[config.mk]
export PLATFORM = sky130hd
export DESIGN_NAME = serport_regs
export DESIGN_NICKNAME = d
export VERILOG_FILES = /design/src/rtl/serport_pkg.sv /design/src/rtl/serport_decode.sv /design/src/rtl/serport_cfg.sv /design/src/rtl/serport_flags.sv /design/src/rtl/serport_regs.sv
export SDC_FILE = /design/constraint.sdc
export NUM_CORES = 1
export LEC_CHECK = 0
export ABC_AREA = 1
export BUFFER_PORTS_ARGS = -buffer_cell sky130_fd_sc_hd__buf_4
export CORE_ASPECT_RATIO = 0.5
export CORE_MARGIN = 2
export CORE_UTILIZATION = 40
export DETAILED_ROUTE_END_ITERATION = 8
export GPL_ROUTABILITY_DRIVEN = 0
export PLACE_DENSITY_LB_ADDON = 0.3
export SYNTH_ARGS = -nofsm -noshare
export SYNTH_HDL_FRONTEND = slang
export SYNTH_SLANG_ARGS = --single-unit
[constraint.sdc]
create_clock -name clk -period 1.1 [get_ports clk]
set_input_delay 0.055 -clock clk [delete_from_list [all_inputs] [get_ports clk]]
set_output_delay 0.055 -clock clk [all_outputs]
set_load 0.01 [all_outputs]
[src/rtl/serport_pkg.sv]
package serport_pkg;

  typedef enum logic [3:0] {
    SEL_MODE, SEL_BRATE, SEL_CTRL, SEL_TXD, SEL_STAT,
    SEL_FCTL, SEL_RCNT, SEL_PORT, SEL_LSTAT, SEL_NONE
  } sel_e;

  localparam int OFS_MODE  = 'h00;
  localparam int OFS_BRATE = 'h04;
  localparam int OFS_CTRL  = 'h08;
  localparam int OFS_TXD   = 'h0C;
  localparam int OFS_STAT  = 'h10;
  localparam int OFS_FCTL  = 'h18;
  localparam int OFS_RCNT  = 'h1C;
  localparam int OFS_PORT  = 'h20;
  localparam int OFS_LSTAT = 'h24;

  localparam int BIT_TEND = 6;
  localparam int BIT_TDE  = 5;
  localparam int BIT_BRK  = 4;
  localparam int BIT_RDF  = 1;
  localparam int BIT_DR   = 0;
  localparam int BIT_TXEN = 5;

  localparam logic [7:0] MODE_KEEP = 8'h7B;
  localparam logic [7:0] CTRL_KEEP = 8'hFB;
  localparam logic [7:0] BRATE_RST = 8'hFF;
  localparam logic [7:0] CTRL_RST  = 8'h20;

  typedef struct packed {
    logic tend;
    logic tde;
    logic brk;
    logic rdf;
    logic dr;
  } flags_t;

endpackage

[src/rtl/serport_decode.sv]
module serport_decode
  import serport_pkg::*;
#(
  parameter int ADDR_W = 6
) (
  input  logic [ADDR_W-1:0] addr,
  input  logic              strobe,
  output sel_e              sel
);

  always_comb begin
    sel = SEL_NONE;
    if (strobe) begin
      case (addr)
        ADDR_W'(OFS_MODE):  sel = SEL_MODE;
        ADDR_W'(OFS_BRATE): sel = SEL_BRATE;
        ADDR_W'(OFS_CTRL):  sel = SEL_CTRL;
        ADDR_W'(OFS_TXD):   sel = SEL_TXD;
        ADDR_W'(OFS_STAT):  sel = SEL_STAT;
        ADDR_W'(OFS_FCTL):  sel = SEL_FCTL;
        ADDR_W'(OFS_RCNT):  sel = SEL_RCNT;
        ADDR_W'(OFS_PORT):  sel = SEL_PORT;
        ADDR_W'(OFS_LSTAT): sel = SEL_LSTAT;
        default:            sel = SEL_NONE;
      endcase
    end
  end

endmodule

[src/rtl/serport_cfg.sv]
module serport_cfg
  import serport_pkg::*;
#(
  parameter int DATA_W = 16,
  parameter int BYTE_W = 8
) (
  input  logic              clk,
  input  logic              rst_n,
  input  sel_e              wsel,
  input  logic [DATA_W-1:0] wdata,
  output logic [BYTE_W-1:0] mode_q,
  output logic [BYTE_W-1:0] brate_q,
  output logic [BYTE_W-1:0] ctrl_q,
  output logic [DATA_W-1:0] fctl_q,
  output logic [BYTE_W-1:0] port_q,
  output logic [BYTE_W-1:0] txd_q,
  output logic              fire_q
);

  logic [BYTE_W-1:0] lo;
  logic [BYTE_W-1:0] mode_d, brate_d, ctrl_d, port_d, txd_d;
  logic [DATA_W-1:0] fctl_d;
  logic              fire_d;

  assign lo = wdata[BYTE_W-1:0];

  always_comb begin
    mode_d  = mode_q;
    brate_d = brate_q;
    ctrl_d  = ctrl_q;
    fctl_d  = fctl_q;
    port_d  = port_q;
    txd_d   = txd_q;
    fire_d  = 1'b0;
    case (wsel)
      SEL_MODE:  mode_d  = lo & BYTE_W'(MODE_KEEP);
      SEL_BRATE: brate_d = lo;
      SEL_CTRL:  ctrl_d  = lo & BYTE_W'(CTRL_KEEP);
      SEL_FCTL:  fctl_d  = wdata;
      SEL_PORT:  port_d  = lo;
      SEL_TXD: begin
        txd_d  = lo;
        fire_d = 1'b1;
      end
      default: ;
    endcase
  end

  always_ff @(posedge clk or negedge rst_n) begin
    if (!rst_n) begin
      mode_q  <= '0;
      brate_q <= BYTE_W'(BRATE_RST);
      ctrl_q  <= BYTE_W'(CTRL_RST);
      fctl_q  <= '0;
      port_q  <= '0;
      txd_q   <= '0;
      fire_q  <= 1'b0;
    end else begin
      mode_q  <= mode_d;
      brate_q <= brate_d;
      ctrl_q  <= ctrl_d;
      fctl_q  <= fctl_d;
      port_q  <= port_d;
      txd_q   <= txd_d;
      fire_q  <= fire_d;
    end
  end

endmodule

[src/rtl/serport_flags.sv]
module serport_flags
  import serport_pkg::*;
(
  input  logic   clk,
  input  logic   rst_n,
  input  logic   sts_wr,
  input  flags_t keep,
  input  logic   ctl_wr,
  input  logic   ctl_txen,
  input  logic   tx_wr,
  input  logic   sts_rd,
  input  logic   tx_en,
  output flags_t flags_q
);

  flags_t flags_d;

  always_comb begin
    flags_d = flags_q;
    if (sts_wr) flags_d = flags_d & keep;
    if (ctl_wr && !ctl_txen) flags_d.tend = 1'b1;
    if (sts_rd && tx_en) begin
      flags_d.tend = 1'b1;
      flags_d.tde  = 1'b1;
    end
    if (tx_wr) flags_d.tde = 1'b0;
  end

  always_ff @(posedge clk or negedge rst_n) begin
    if (!rst_n) flags_q <= '{tend: 1'b1, tde: 1'b1, brk: 1'b0, rdf: 1'b0, dr: 1'b0};
    else        flags_q <= flags_d;
  end

  a_r3_txd_write_clears_tde: assert property (@(posedge clk) disable iff (!rst_n)
    tx_wr |=> !flags_q.tde);
  a_r6_txen_off_sets_tend: assert property (@(posedge clk) disable iff (!rst_n)
    ctl_wr && !ctl_txen |=> flags_q.tend);
  a_r7_read_resets_flags: assert property (@(posedge clk) disable iff (!rst_n)
    sts_rd && tx_en && !tx_wr |=> flags_q.tde && flags_q.tend);
  a_r5_zero_clears_break: assert property (@(posedge clk) disable iff (!rst_n)
    sts_wr && !keep.brk |=> !flags_q.brk);
  a_r11_write_beats_reset: assert property (@(posedge clk) disable iff (!rst_n)
    sts_rd && tx_en && tx_wr |=> flags_q.tend && !flags_q.tde);

endmodule

[src/rtl/serport_regs.sv]
module serport_regs
  import serport_pkg::*;
#(
  parameter int ADDR_W = 6,
  parameter int DATA_W = 16,
  parameter int BYTE_W = 8
) (
  input  logic              clk,
  input  logic              rst_n,
  input  logic              bus_wr,
  input  logic [ADDR_W-1:0] bus_waddr,
  input  logic [DATA_W-1:0] bus_wdata,
  input  logic              bus_rd,
  input  logic [ADDR_W-1:0] bus_raddr,
  output logic [DATA_W-1:0] bus_rdata,
  output logic              bus_err,
  output logic [BYTE_W-1:0] tx_byte,
  output logic              tx_strobe
);

  sel_e wsel, rsel;
  logic [BYTE_W-1:0] mode_q, brate_q, ctrl_q, port_q, txd_q;
  logic [DATA_W-1:0] fctl_q;
  flags_t            flags_q, keep;
  logic [DATA_W-1:0] stat_word, rdata_d;
  logic              err_d;

  serport_decode #(.ADDR_W(ADDR_W)) i_wdec (
    .addr(bus_waddr), .strobe(bus_wr), .sel(wsel));
  serport_decode #(.ADDR_W(ADDR_W)) i_rdec (
    .addr(bus_raddr), .strobe(bus_rd), .sel(rsel));

  serport_cfg #(.DATA_W(DATA_W), .BYTE_W(BYTE_W)) i_cfg (
    .clk(clk), .rst_n(rst_n), .wsel(wsel), .wdata(bus_wdata),
    .mode_q(mode_q), .brate_q(brate_q), .ctrl_q(ctrl_q), .fctl_q(fctl_q),
    .port_q(port_q), .txd_q(txd_q), .fire_q(tx_strobe));

  assign keep = '{tend: bus_wdata[BIT_TEND], tde: bus_wdata[BIT_TDE],
                  brk:  bus_wdata[BIT_BRK],  rdf: bus_wdata[BIT_RDF],
                  dr:   bus_wdata[BIT_DR]};

  serport_flags i_flags (
    .clk(clk), .rst_n(rst_n),
    .sts_wr(wsel == SEL_STAT), .keep(keep),
    .ctl_wr(wsel == SEL_CTRL), .ctl_txen(bus_wdata[BIT_TXEN]),
    .tx_wr(wsel == SEL_TXD),
    .sts_rd(rsel == SEL_STAT), .tx_en(ctrl_q[BIT_TXEN]),
    .flags_q(flags_q));

  assign tx_byte = txd_q;

  always_comb begin
    stat_word           = '0;
    stat_word[BIT_TEND] = flags_q.tend;
    stat_word[BIT_TDE]  = flags_q.tde;
    stat_word[BIT_BRK]  = flags_q.brk;
    stat_word[BIT_RDF]  = flags_q.rdf;
    stat_word[BIT_DR]   = flags_q.dr;
  end

  always_comb begin
    case (rsel)
      SEL_MODE:  rdata_d = DATA_W'(mode_q);
      SEL_BRATE: rdata_d = DATA_W'(brate_q);
      SEL_CTRL:  rdata_d = DATA_W'(ctrl_q);
      SEL_TXD:   rdata_d = DATA_W'(txd_q);
      SEL_STAT:  rdata_d = stat_word;
      SEL_FCTL:  rdata_d = fctl_q;
      SEL_PORT:  rdata_d = DATA_W'(port_q);
      SEL_RCNT,
      SEL_LSTAT: rdata_d = '0;
      default:   rdata_d = {DATA_W{1'b1}};
    endcase
    err_d = (bus_wr && (wsel == SEL_NONE || wsel == SEL_RCNT)) ||
            (bus_rd && rsel == SEL_NONE);
  end

  always_ff @(posedge clk or negedge rst_n) begin
    if (!rst_n) begin
      bus_rdata <= '0;
      bus_err   <= 1'b0;
    end else begin
      if (bus_rd) bus_rdata <= rdata_d;
      bus_err <= err_d;
    end
  end

  a_r9_err_after_access: assert property (@(posedge clk) disable iff (!rst_n)
    bus_err |-> $past(bus_rd || bus_wr));
  a_r3_strobe_after_txd_write: assert property (@(posedge clk) disable iff (!rst_n)
    tx_strobe |-> $past(bus_wr && bus_waddr == ADDR_W'(OFS_TXD)));
  a_r8_lstat_write_silent: assert property (@(posedge clk) disable iff (!rst_n)
    bus_wr && bus_waddr == ADDR_W'(OFS_LSTAT) && !bus_rd |=> !bus_err);
  a_r10_rdata_holds: assert property (@(posedge clk) disable iff (!rst_n)
    !$past(bus_rd) && $past(rst_n) |-> $stable(bus_rdata));

endmodule

==> results of run 1 <==
==> synthesized netlist by cell type (all sizes together) <==
cell    count  share of area (%)
dfrtp      65                 44
nor2       54                6.0
or2         1               0.17
o21ai      49                8.8
buf        11                2.1
dfstp      11                7.7
nor3        4               0.97
inv        29                2.9
nand2     163                 17
nor3b       1               0.20
clkbuf      3               0.30
a31oi       1               0.57
a21oi      16                2.1
nand3      44                5.9
nand4       3               0.50
o21a        4               0.80
o211ai      1               0.20
==> worst register-to-register path, delay by kind of cell (launching register included) <==
kind             cells  cell delay, ps
flip-flops           1             540
AO/OA/AOI/OAI        1             110
AND/OR/NAND/NOR      2             220
==> stage by stage <==
step	std cells	total power, µW
after floorplan	460	3950
after global placement	661	4390
after detailed placement	661	4430
after CTS	698	7450
after global routing	714	7910
final	714	7570
==> sequential cells by signal, indices dropped and copies added, names as in the netlist <==
name             count
i_cfg.fire_q         1
bus_err              1
i_cfg.txd_q          8
bus_rdata           16
i_cfg.brate_q        8
i_flags.flags_q      5
i_cfg.port_q         8
i_cfg.mode_q         6
i_cfg.ctrl_q         7
i_cfg.fctl_q        16
==> metal layers <==
metal  GRT usage, %  vias up  share of wire [%]
li1               -     1766                  -
met1           26.8     1739                 44
met2           35.1      113                 48
met3           5.87       19                6.1
met4           7.22        0                1.5
met5              0        -                  0
==> cell type report <==
class	count	area (µm²)	share of cell area, %
timing repair buffer	131	1260	21.6
inverter	29	136	2.34
clock buffer	9	225	3.87
clock inverter	7	67.6	1.16
multi-input combinational	344	2070	35.5
tap	117	146	2.52
timing repair inverter	1	5.00	0.0860
sequential	76	1920	32.9
==> report_power, final <==
group | switching, µW | internal (µW) | total (µW)
registers | 226 | 3210 | 3430
clock network | 1180 | 1740 | 2920
logic | 626 | 596 | 1220
total | 2030 | 5540 | 7570
==> cells by family after synthesis <==
kind of cell	count (synthesis)	share of synthesized area (%)
simple gates	270	30.9
flops	76	51.3
compound gates	71	12.5
buf+inv	43	5.32
==> what timing repair did <==
item | in CTS | in global routing
cloned | 1 | 6
hold buffers | 13 | 0
gates resized for setup | 54 | 54
pin swaps | 26 | 14
endpoints found under the setup margin | 76 | 76
buffers inserted | 7 | 10
endpoints found under the hold margin | 77 | 0
==> worst paths after layout <==
check,from,endpoint,slack [ps],cells past startpoint
worst max register to register,i_cfg.brate_q[3],bus_rdata[3],160,3
min in group asynchronous,rst_n,bus_rdata[15],240,3
max in group asynchronous,rst_n,i_flags.flags_q[4],470,3
worst max-delay path,bus_waddr[1],i_cfg.ctrl_q[4],-230,14
worst min register to register,i_cfg.brate_q[6],i_cfg.brate_q[6],470,2
worst min-delay path,bus_wdata[2],i_cfg.brate_q[2],50,3
==> reports/results.md, run 1 <==
| Quantity | Reported |
|:---|:---|
| Synthesis-stage register bit count | 76 |
| Final worst setup slack | -234 ps |
| TritonCTS clock tree | done |
| Actual transition at the worst max-transition pin | 418 ps |
| Post-route worst hold slack | 50.7 ps |
| Dpl hpwl | 6500 µm |
| Leakage power | 0.00275 µW |
| Cell area after synthesis | 3740 µm² |
| Worst vdd rail ir drop | 0.877 mV |
| Antenna violations before repair | 0 |
| Grt ovf | 0 |
| Number of optimization iterations in the first detailed-route pass | 4 |
| Number of slew-limit violations in the final report | 0 |
| Violation count after the first detailed-routing iteration | 227 |
| Category of cells accounting for the largest share of critical-path delay | simple AND/OR/NAND/NOR gates |
| Synthesized netlist cell count | 460 |
| Initial core utilization | 42.0% |
| Violated checks | negative setup slack |
| Startpoint class of the critical path | input port |
| Clock tree sinks | 76 |
| Total non-filler cell area in the finished layout | 5820 µm² |
| Cts bufs inserted | 9 |
| Syn_area_per_cell | 8.12 µm² |
| Max_cap viols | 0 |
| Critical Setup Path Class | input port to flip-flop |
| Root buffer selected by CTS | sky130_fd_sc_hd__clkbuf_16 |
| Critical-path cell list | buf_6 -> nor2_4 -> nand2_1 -> or2_1 -> nand2_1 -> inv_2 -> nand2_4 -> nand2_4 -> nor3_4 -> buf_12 -> nand2_8 -> buf_12 -> nand2_4 -> o21ai_2 |
| Highest-delay cell along the critical path | sky130_fd_sc_hd__or2_1 |
| Sequential cell area fraction in the yosys report | 51.3% |
| Number of nets with antenna violations after detailed routing | 0 |
| Total of buffers placed on input and output ports | 57 |
| Drt via density | 5.09 |
| Number of global-route vias before repair | 3506 |
| Stage delay of the slowest cell on the critical path | 230 ps |
| Maximum buffer depth of the clock tree | 2 |
| Placement Rows | 24 |
| Total negative slack | -9320 ps |
| Clock-pin slew reported for the worst setup and hold paths after clock tree synthesis | 60 ps |
| Nature of the critical path endpoint | flip-flop |
| Combined global-route utilization of all metal layers | 21.0% |
| Period utilization | 121% |
| Pin count of the biggest net entering global routing | 77 |
| Clock Skews | 6.25 ps |
| Post-Syn Nets | 492 |
| Post-DR wirelength/cell | 15.4 µm |
| Total of warnings raised by yosys | 0 |
| Final number of setup-violating endpoints | 76 |
| Die boundary width | 141 µm |
| I/O pin count | 58 |
| Remaining max-slew budget at the tightest pin | 72.1% |
| Layout Utilization | 65.5% |
| Instance area at placement | 4720 µm² |
| Maximum clock rate | 749 MHz |
| DRC violation count after routing | 0 |
| Worst slack at placement | -557 ps |
| Status | finished, violations left |
| CTS HTree Levels | 3 |
| Hold Path Class | input port to flip-flop |
| Die ar. | 10200 µm² |
| Final #Nets | 624 |
| Req. time, crit path | 1320 ps |
| Final min period | 1330 ps |
| Clock Latency Late Sink | 350 ps |
| Areal power density over the cells | 1300 nW/µm² |
| First-pass GRT wire length | 16600 µm |
| Commonest non-fill, non-tap cell in the layout | sky130_fd_sc_hd__nand2_1 |
| Most numerous cell on the critical path | sky130_fd_sc_hd__nand2_4 |
| Setup repair after global routing missed its margin | true |
| Synth-to-Final Area Change | 55.7% |
| Count of endpoints failing hold in the final timing report | 0 |
| Chip Height | 72.4 µm |
| Antenna diode count | 0 |
| Largest fanout on the critical path | 7 |
| Distinct cell type count after synthesis | 28 |
| Via count | 3637 |
| # fillers | 718 |
| Total Wirelength | 11000 µm |
| Most frequent cells in the layout | 116 x sky130_fd_sc_hd__nand2_1, 90 x sky130_fd_sc_hd__buf_4, 65 x sky130_fd_sc_hd__dfrtp_1 |
| Crit path buf inv count | 4 |
| Placeable core area | 8890 µm² |
| Share of post-route cells with drive strength above 1 | 44.6% |
| Signal arrival time at the worst endpoint | 1560 ps |
(Power assumes the default switching activity.)
==> inputs of run 2 (changes only) <==
==> constraint.sdc (replaced) <==
create_clock -name clk -period 1.6 [get_ports clk]
set_input_delay 0.08 -clock clk [delete_from_list [all_inputs] [get_ports clk]]
set_output_delay 0.08 -clock clk [all_outputs]
set_load 0.01 [all_outputs]
==> reports/results.md, run 2 (synthesis gave the netlist of run 1 again) <==
| Quantity | Reported | vs previous |
|:---|:---|:---|
| Total non-filler cell area in the finished layout | 5030 µm² | -13% |
| Initial core utilization | 42.0% | unchanged |
| CTS HTree Levels | 3 | unchanged |
| Chip Height | 72.4 µm | unchanged |
| Dpl hpwl | 6520 µm | +0.37% |
| Setup repair after global routing missed its margin | false |  |
| Area taken by multi-input logic gates | 1620 µm² | -22% |
| Via count | 3394 | -6.7% |
| Drt via density | 4.91 | -3.6% |
| Areal power density over the cells | 988 nW/µm² | -24% |
| Layout Utilization | 56.6% | -8.8 points |
| Synth-to-Final Area Change | 34.7% |  |
| Most frequent cells in the layout | 155 x sky130_fd_sc_hd__nand2_1, 94 x sky130_fd_sc_hd__buf_4, 65 x sky130_fd_sc_hd__dfrtp_1 |  |
| Root buffer selected by CTS | sky130_fd_sc_hd__clkbuf_16 |  |
| Remaining max-slew budget at the tightest pin | 70.0% | -2.1 points |
| Final min period | 1410 ps |  |
| Clock Skews | 4.19 ps | -2.06 ps |
| Number of nets with antenna violations after detailed routing | 0 | unchanged |
| Clock-pin slew reported for the worst setup and hold paths after clock tree synthesis | 60 ps | about the same |
| Die ar. | 10200 µm² | unchanged |
| Number of slew-limit violations in the final report | 0 | unchanged |
| Status | finished, final reports clean |  |
| Period utilization | 88.1% |  |
| Combined global-route utilization of all metal layers | 19.6% | -1.4 points |
| Clock tree sinks | 76 | unchanged |
| Clock Latency Late Sink | 330 ps | -20 ps |
| Req. time, crit path | 1860 ps | +540 ps |
| Maximum clock rate | 710 MHz |  |
| Max_cap viols | 0 | unchanged |
| I/O pin count | 58 | unchanged |
| Count of endpoints failing hold in the final timing report | 0 | unchanged |
| TritonCTS clock tree | done |  |
| Commonest non-fill, non-tap cell in the layout | sky130_fd_sc_hd__nand2_1 |  |
| Grt ovf | 0 | unchanged |
| Instance area at placement | 4620 µm² | -2.1% |
| Maximum buffer depth of the clock tree | 2 | unchanged |
| DRC violation count after routing | 0 | unchanged |
| Signal arrival time at the worst endpoint | 1670 ps | +110 ps |
| Placement Rows | 24 | unchanged |
| Final cell count without fillers | 691 | -3.2% |
| Gates resized, CTS repair | 0 | -100% |
| First-pass GRT wire length | 15500 µm | -6.4% |
| Violation count after the first detailed-routing iteration | 168 | -26% |
| Post-route worst hold slack | 62.3 ps | +11.6 ps |
| Nature of the critical path endpoint | flip-flop |  |
| Placeable core area | 8890 µm² | unchanged |
| Final #Nets | 602 | -3.5% |
| Critical Setup Path Class | input port to flip-flop |  |
| Worst vdd rail ir drop | 0.582 mV | -34% |
| Die boundary width | 141 µm | unchanged |
| Cts bufs inserted | 9 | unchanged |
| Largest fanout on the critical path | 6 | -1 |
| Share of post-route cells with drive strength above 1 | 28.4% | -16 points |
| Final number of setup-violating endpoints | 0 | -100% |
| Actual transition at the worst max-transition pin | 450 ps | +31.6 ps |
| Number of optimization iterations in the first detailed-route pass | 4 | unchanged |
| Leakage power | 0.00250 µW | -9.2% |
| Antenna violations before repair | 0 | unchanged |
| Total of buffers placed on input and output ports | 57 | unchanged |
| Footprint of the flip-flops and latches | 1920 µm² | unchanged |
| Number of global-route vias before repair | 3219 | -8.2% |
| # fillers | 781 | +8.8% |
| Antenna diode count | 0 | unchanged |
| Pin count of the biggest net entering global routing | 34 | -56% |
| Startpoint class of the critical path | input port |  |
| Largest regs | bus_rdata x16, i_cfg.fctl_q x16 |  |
| Total Wirelength | 9280 µm | -16% |
| Hold Path Class | input port to flip-flop |  |
| Post-DR wirelength/cell | 13.4 µm | -13% |
| Inst Count DP | 663 | +0.30% |
==> run 2: cell count changes in the layout (fill, tap and decap cells not counted), moves of 11 or more <==
cell	previous run	this run
sky130_fd_sc_hd__nor2_1	33	49
sky130_fd_sc_hd__nand2_1	116	155
sky130_fd_sc_hd__nand2_2	23	6
sky130_fd_sc_hd__buf_6	14	0
sky130_fd_sc_hd__nor2_4	13	2
sky130_fd_sc_hd__o21ai_0	7	19
sky130_fd_sc_hd__nand2_4	22	2
==> run 2: timing repair <==
action / in CTS / in global routing
hold buffers: 13 / 0
buffers inserted: 0 / 0
endpoints found under the hold margin: 38 / 0
==> run 2: worst paths after layout <==
check	from	slack (ps)	cells after the start	endpoint
worst max-delay path	bus_raddr[1]	190	14	bus_rdata[4]
worst min-delay path	bus_wr	60	3	bus_err
worst max register to register	i_cfg.brate_q[3]	640	3	bus_rdata[3]
worst min register to register	i_cfg.fctl_q[14]	470	2	i_cfg.fctl_q[14]
max in group asynchronous	rst_n	760	3	i_cfg.brate_q[1]
min in group asynchronous	rst_n	240	2	i_cfg.fctl_q[15]
==> run 2: cell type report <==
type                       instances  area share [%]
sequential                        76            38.0
multi-input combinational        341            32.2
timing repair buffer             113            19.0
clock buffer                      13            4.97
tap                              117            2.91
inverter                          29            2.16
clock inverter                     2           0.696
==> run 2: worst max-delay path, cell delays in order <==
cell	delay, ps
sky130_fd_sc_hd__buf_4	110
sky130_fd_sc_hd__nor2_2	170
sky130_fd_sc_hd__nand3_1	160
sky130_fd_sc_hd__nand2_1	90
sky130_fd_sc_hd__nor2_1	40
sky130_fd_sc_hd__nand2_1	150
sky130_fd_sc_hd__nand2_2	100
sky130_fd_sc_hd__buf_4	150
sky130_fd_sc_hd__nor3_2	120
sky130_fd_sc_hd__buf_4	180
sky130_fd_sc_hd__nand2_1	60
sky130_fd_sc_hd__nand2_1	50
sky130_fd_sc_hd__nor2_1	40
sky130_fd_sc_hd__a21oi_1	130
==> run 2: layer usage <==
layer / routed length, µm / vias to the layer above / GRT usage (%)
met3: 487 / 4 / 5.94
met4: 65 / 0 / 5.00
met5: 0 / - / 0
met1: 4400 / 1606 / 25.1
met2: 4330 / 80 / 33.0
li1: - / 1704 / -
==> run 2: where the power goes <==
group | switching [µW] | internal (µW) | total (µW)
clock network | 730 | 1240 | 1970
registers | 131 | 2200 | 2330
logic | 352 | 318 | 670
==> run 2: through the flow <==
step                total power [µW]  setup WS, ps  setup TNS, ps
floorplan                       2680          99.4              0
global placement                3000         -96.8          -1520
detailed placement              3020          -125          -2680
CTS                             5020           220              0
global route                    5220          13.0              0
finish                          4970           191              0
==> inputs of run 3 (changes only) <==
--- a/config.mk
+++ b/config.mk
@@ -7,9 +7,11 @@
 export LEC_CHECK = 0
 export ABC_AREA = 1
 export BUFFER_PORTS_ARGS = -buffer_cell sky130_fd_sc_hd__buf_4
+export CELL_PAD_IN_SITES_DETAIL_PLACEMENT = 0
+export CELL_PAD_IN_SITES_GLOBAL_PLACEMENT = 1
 export CORE_ASPECT_RATIO = 0.5
-export CORE_MARGIN = 2
-export CORE_UTILIZATION = 40
+export CORE_MARGIN = 4
+export CORE_UTILIZATION = 34
 export DETAILED_ROUTE_END_ITERATION = 8
 export GPL_ROUTABILITY_DRIVEN = 0
 export PLACE_DENSITY_LB_ADDON = 0.3
==> reports/results.md, run 3 (synthesis gave the netlist of run 1 again) <==
| Quantity | Reported | vs previous |
|:---|:---|:---|
| Signal arrival time at the worst endpoint | 1630 ps | -40 ps |
| Antenna violations before repair | 0 | unchanged |
| Actual transition at the worst max-transition pin | 359 ps | -91.2 ps |
| First-pass GRT wire length | 16100 µm | +3.6% |
| Status | finished, final reports clean |  |
| Share of post-route cells with drive strength above 1 | 28.7% | +0.32 points |
| Pin count of the biggest net entering global routing | 32 | -5.9% |
| Initial core utilization | 35.7% | -6.4 points |
| Post-CTS Hold Buffers | 13 | unchanged |
| Critical Setup Path Class | input port to flip-flop |  |
| Number of optimization iterations in the first detailed-route pass | 4 | unchanged |
| Cts bufs inserted | 9 | unchanged |
| Final #Nets | 605 | +0.50% |
| Chip Height | 82.1 µm | +14% |
| Via count | 3289 | -3.1% |
| TritonCTS clock tree | done |  |
| Startpoint class of the critical path | input port |  |
| Met3 Resource Use GR | 5.05% | -0.89 points |
| Maximum clock rate | 710 MHz | about the same |
| Hold Path Class | input port to flip-flop |  |
| Post-route worst hold slack | 43.7 ps | -18.6 ps |
| Met1 track demand over resource in global routing | 21.8% | -3.3 points |
| Remaining max-slew budget at the tightest pin | 76.1% | +6.1 points |
| Dpl hpwl | 6980 µm | +7.1% |
| Areal power density over the cells | 992 nW/µm² | +0.42% |
| Drt via density | 4.58 | -6.7% |
| Max_cap viols | 0 | unchanged |
| Total of buffers placed on input and output ports | 57 | unchanged |
| Antenna diode count | 0 | unchanged |
| Placement Rows | 26 | +8.3% |
| Gates resized, CTS repair | 0 | unchanged |
| Clock tree sinks | 76 | unchanged |
| Most frequent cells in the layout | 155 x sky130_fd_sc_hd__nand2_1, 97 x sky130_fd_sc_hd__buf_4, 65 x sky130_fd_sc_hd__dfrtp_1 |  |
| Grt ovf | 0 | unchanged |
| Synth-to-Final Area Change | 36.4% |  |
| Worst-case register-to-register setup slack | 630 ps | about the same |
| Leakage power | 0.00252 µW | +0.82% |
| Maximum buffer depth of the clock tree | 2 | unchanged |
| Count of endpoints failing hold in the final timing report | 0 | unchanged |
| Total negative slack | 0 ps | unchanged |
| Req. time, crit path | 1820 ps | -40 ps |
| Largest regs | bus_rdata x16, i_cfg.fctl_q x16 |  |
| Clock Skews | 5.30 ps | +1.11 ps |
| Nature of the critical path endpoint | flip-flop |  |
| Clock-pin slew reported for the worst setup and hold paths after clock tree synthesis | 60 ps | about the same |
| Placeable core area | 10500 µm² | +18% |
| Number of slew-limit violations in the final report | 0 | unchanged |
| Peak-usage layer in the global routing report | met2 |  |
| I/O pin count | 58 | unchanged |
| Final min period | 1410 ps | -1.16 ps |
| Violation count after the first detailed-routing iteration | 153 | -8.9% |
| GR met2 Demand/Resource | 25.4% | -7.6 points |
| Die ar. | 12800 µm² | +26% |
| Commonest non-fill, non-tap cell in the layout | sky130_fd_sc_hd__nand2_1 |  |
| Clock Latency Late Sink | 340 ps | about the same |
| DRC violation count after routing | 0 | unchanged |
| Worst vdd rail ir drop | 0.517 mV | -11% |
| Number of global-route vias before repair | 3249 | +0.93% |
| Setup repair after global routing missed its margin | false |  |
| Root buffer selected by CTS | sky130_fd_sc_hd__clkbuf_16 |  |
| Final number of setup-violating endpoints | 0 | unchanged |
| Total Wirelength | 9570 µm | +3.1% |
| Number of nets with antenna violations after detailed routing | 0 | unchanged |
| Largest fanout on the critical path | 7 | +1 |
| Die boundary width | 156 µm | +11% |
| Period utilization | 88.0% | about the same |
| Combined global-route utilization of all metal layers | 16.1% | -3.4 points |
| Post-DR wirelength/cell | 13.3 µm | -0.81% |
| Post CTS Setup Buffer Count | 0 | unchanged |
| CTS HTree Levels | 3 | unchanged |
| # fillers | 1051 | +35% |
-- run 3: critical path: stages --
cell	delay, ps
sky130_fd_sc_hd__buf_4	110
sky130_fd_sc_hd__nor2_2	180
sky130_fd_sc_hd__nand3_1	180
sky130_fd_sc_hd__nand2_1	90
sky130_fd_sc_hd__nor2_1	40
sky130_fd_sc_hd__nand2_1	120
sky130_fd_sc_hd__nand2_2	80
sky130_fd_sc_hd__nand2_1	160
sky130_fd_sc_hd__nor2_2	60
sky130_fd_sc_hd__buf_4	170
sky130_fd_sc_hd__nand2_1	60
sky130_fd_sc_hd__nand2_1	40
sky130_fd_sc_hd__nor2_1	150
sky130_fd_sc_hd__a21oi_1	90
-- run 3: layout make-up --
| type | instances | area, µm² | area share, % |
|---|---|---|---|
| Timing Repair Buffer | 116 | 978 | 19.2 |
| Sequential cell | 76 | 1920 | 37.6 |
| Clock buffer | 15 | 268 | 5.25 |
| Tap cell | 140 | 175 | 3.44 |
| Inverter | 29 | 109 | 2.13 |
| Multi-Input combinational cell | 341 | 1620 | 31.8 |
| Clock inverter | 1 | 30.0 | 0.589 |
-- run 3: power by group --
part / internal (µW) / switching [µW]
combinational: 318 / 351
clock: 1300 / 762
sequential: 2200 / 129
-- run 3: final timing paths --
check | to | startpoint | cells after the start
max | bus_rdata[0] | bus_raddr[1] | 14
min | bus_err | bus_wr | 3
max reg2reg | bus_rdata[3] | i_cfg.brate_q[3] | 3
min reg2reg | i_cfg.fctl_q[10] | i_cfg.fctl_q[10] | 2
max in group asynchronous | i_flags.flags_q[4] | rst_n | 3
min in group asynchronous | i_cfg.txd_q[2] | rst_n | 2
-- run 3: layer usage --
metal	wire length, µm	vias to the layer above
met5	0	-
met4	74	0
met3	439	9
met2	4140	51
met1	4910	1522
li1	-	1707
-- run 3: per-stage QoR --
| step | total power [µW] | instances | setup WS (ps) | instance area, µm² | utilization [%] |
|---|---|---|---|---|---|
| 2_1_floorplan | 2680 | 460 | 99.4 | 3740 | - |
| 3_3_place_gp | 3000 | 689 | -149 | 4670 | 44.6 |
| 3_5_place_dp | 3020 | 689 | -156 | 4670 | 44.6 |
| 4_1_cts | 5110 | 718 | 192 | 5100 | 48.7 |
| 5_1_grt | 5320 | 718 | 16.3 | 5100 | 48.7 |
| 6_report | 5060 | 718 | 192 | 5100 | 48.7 |
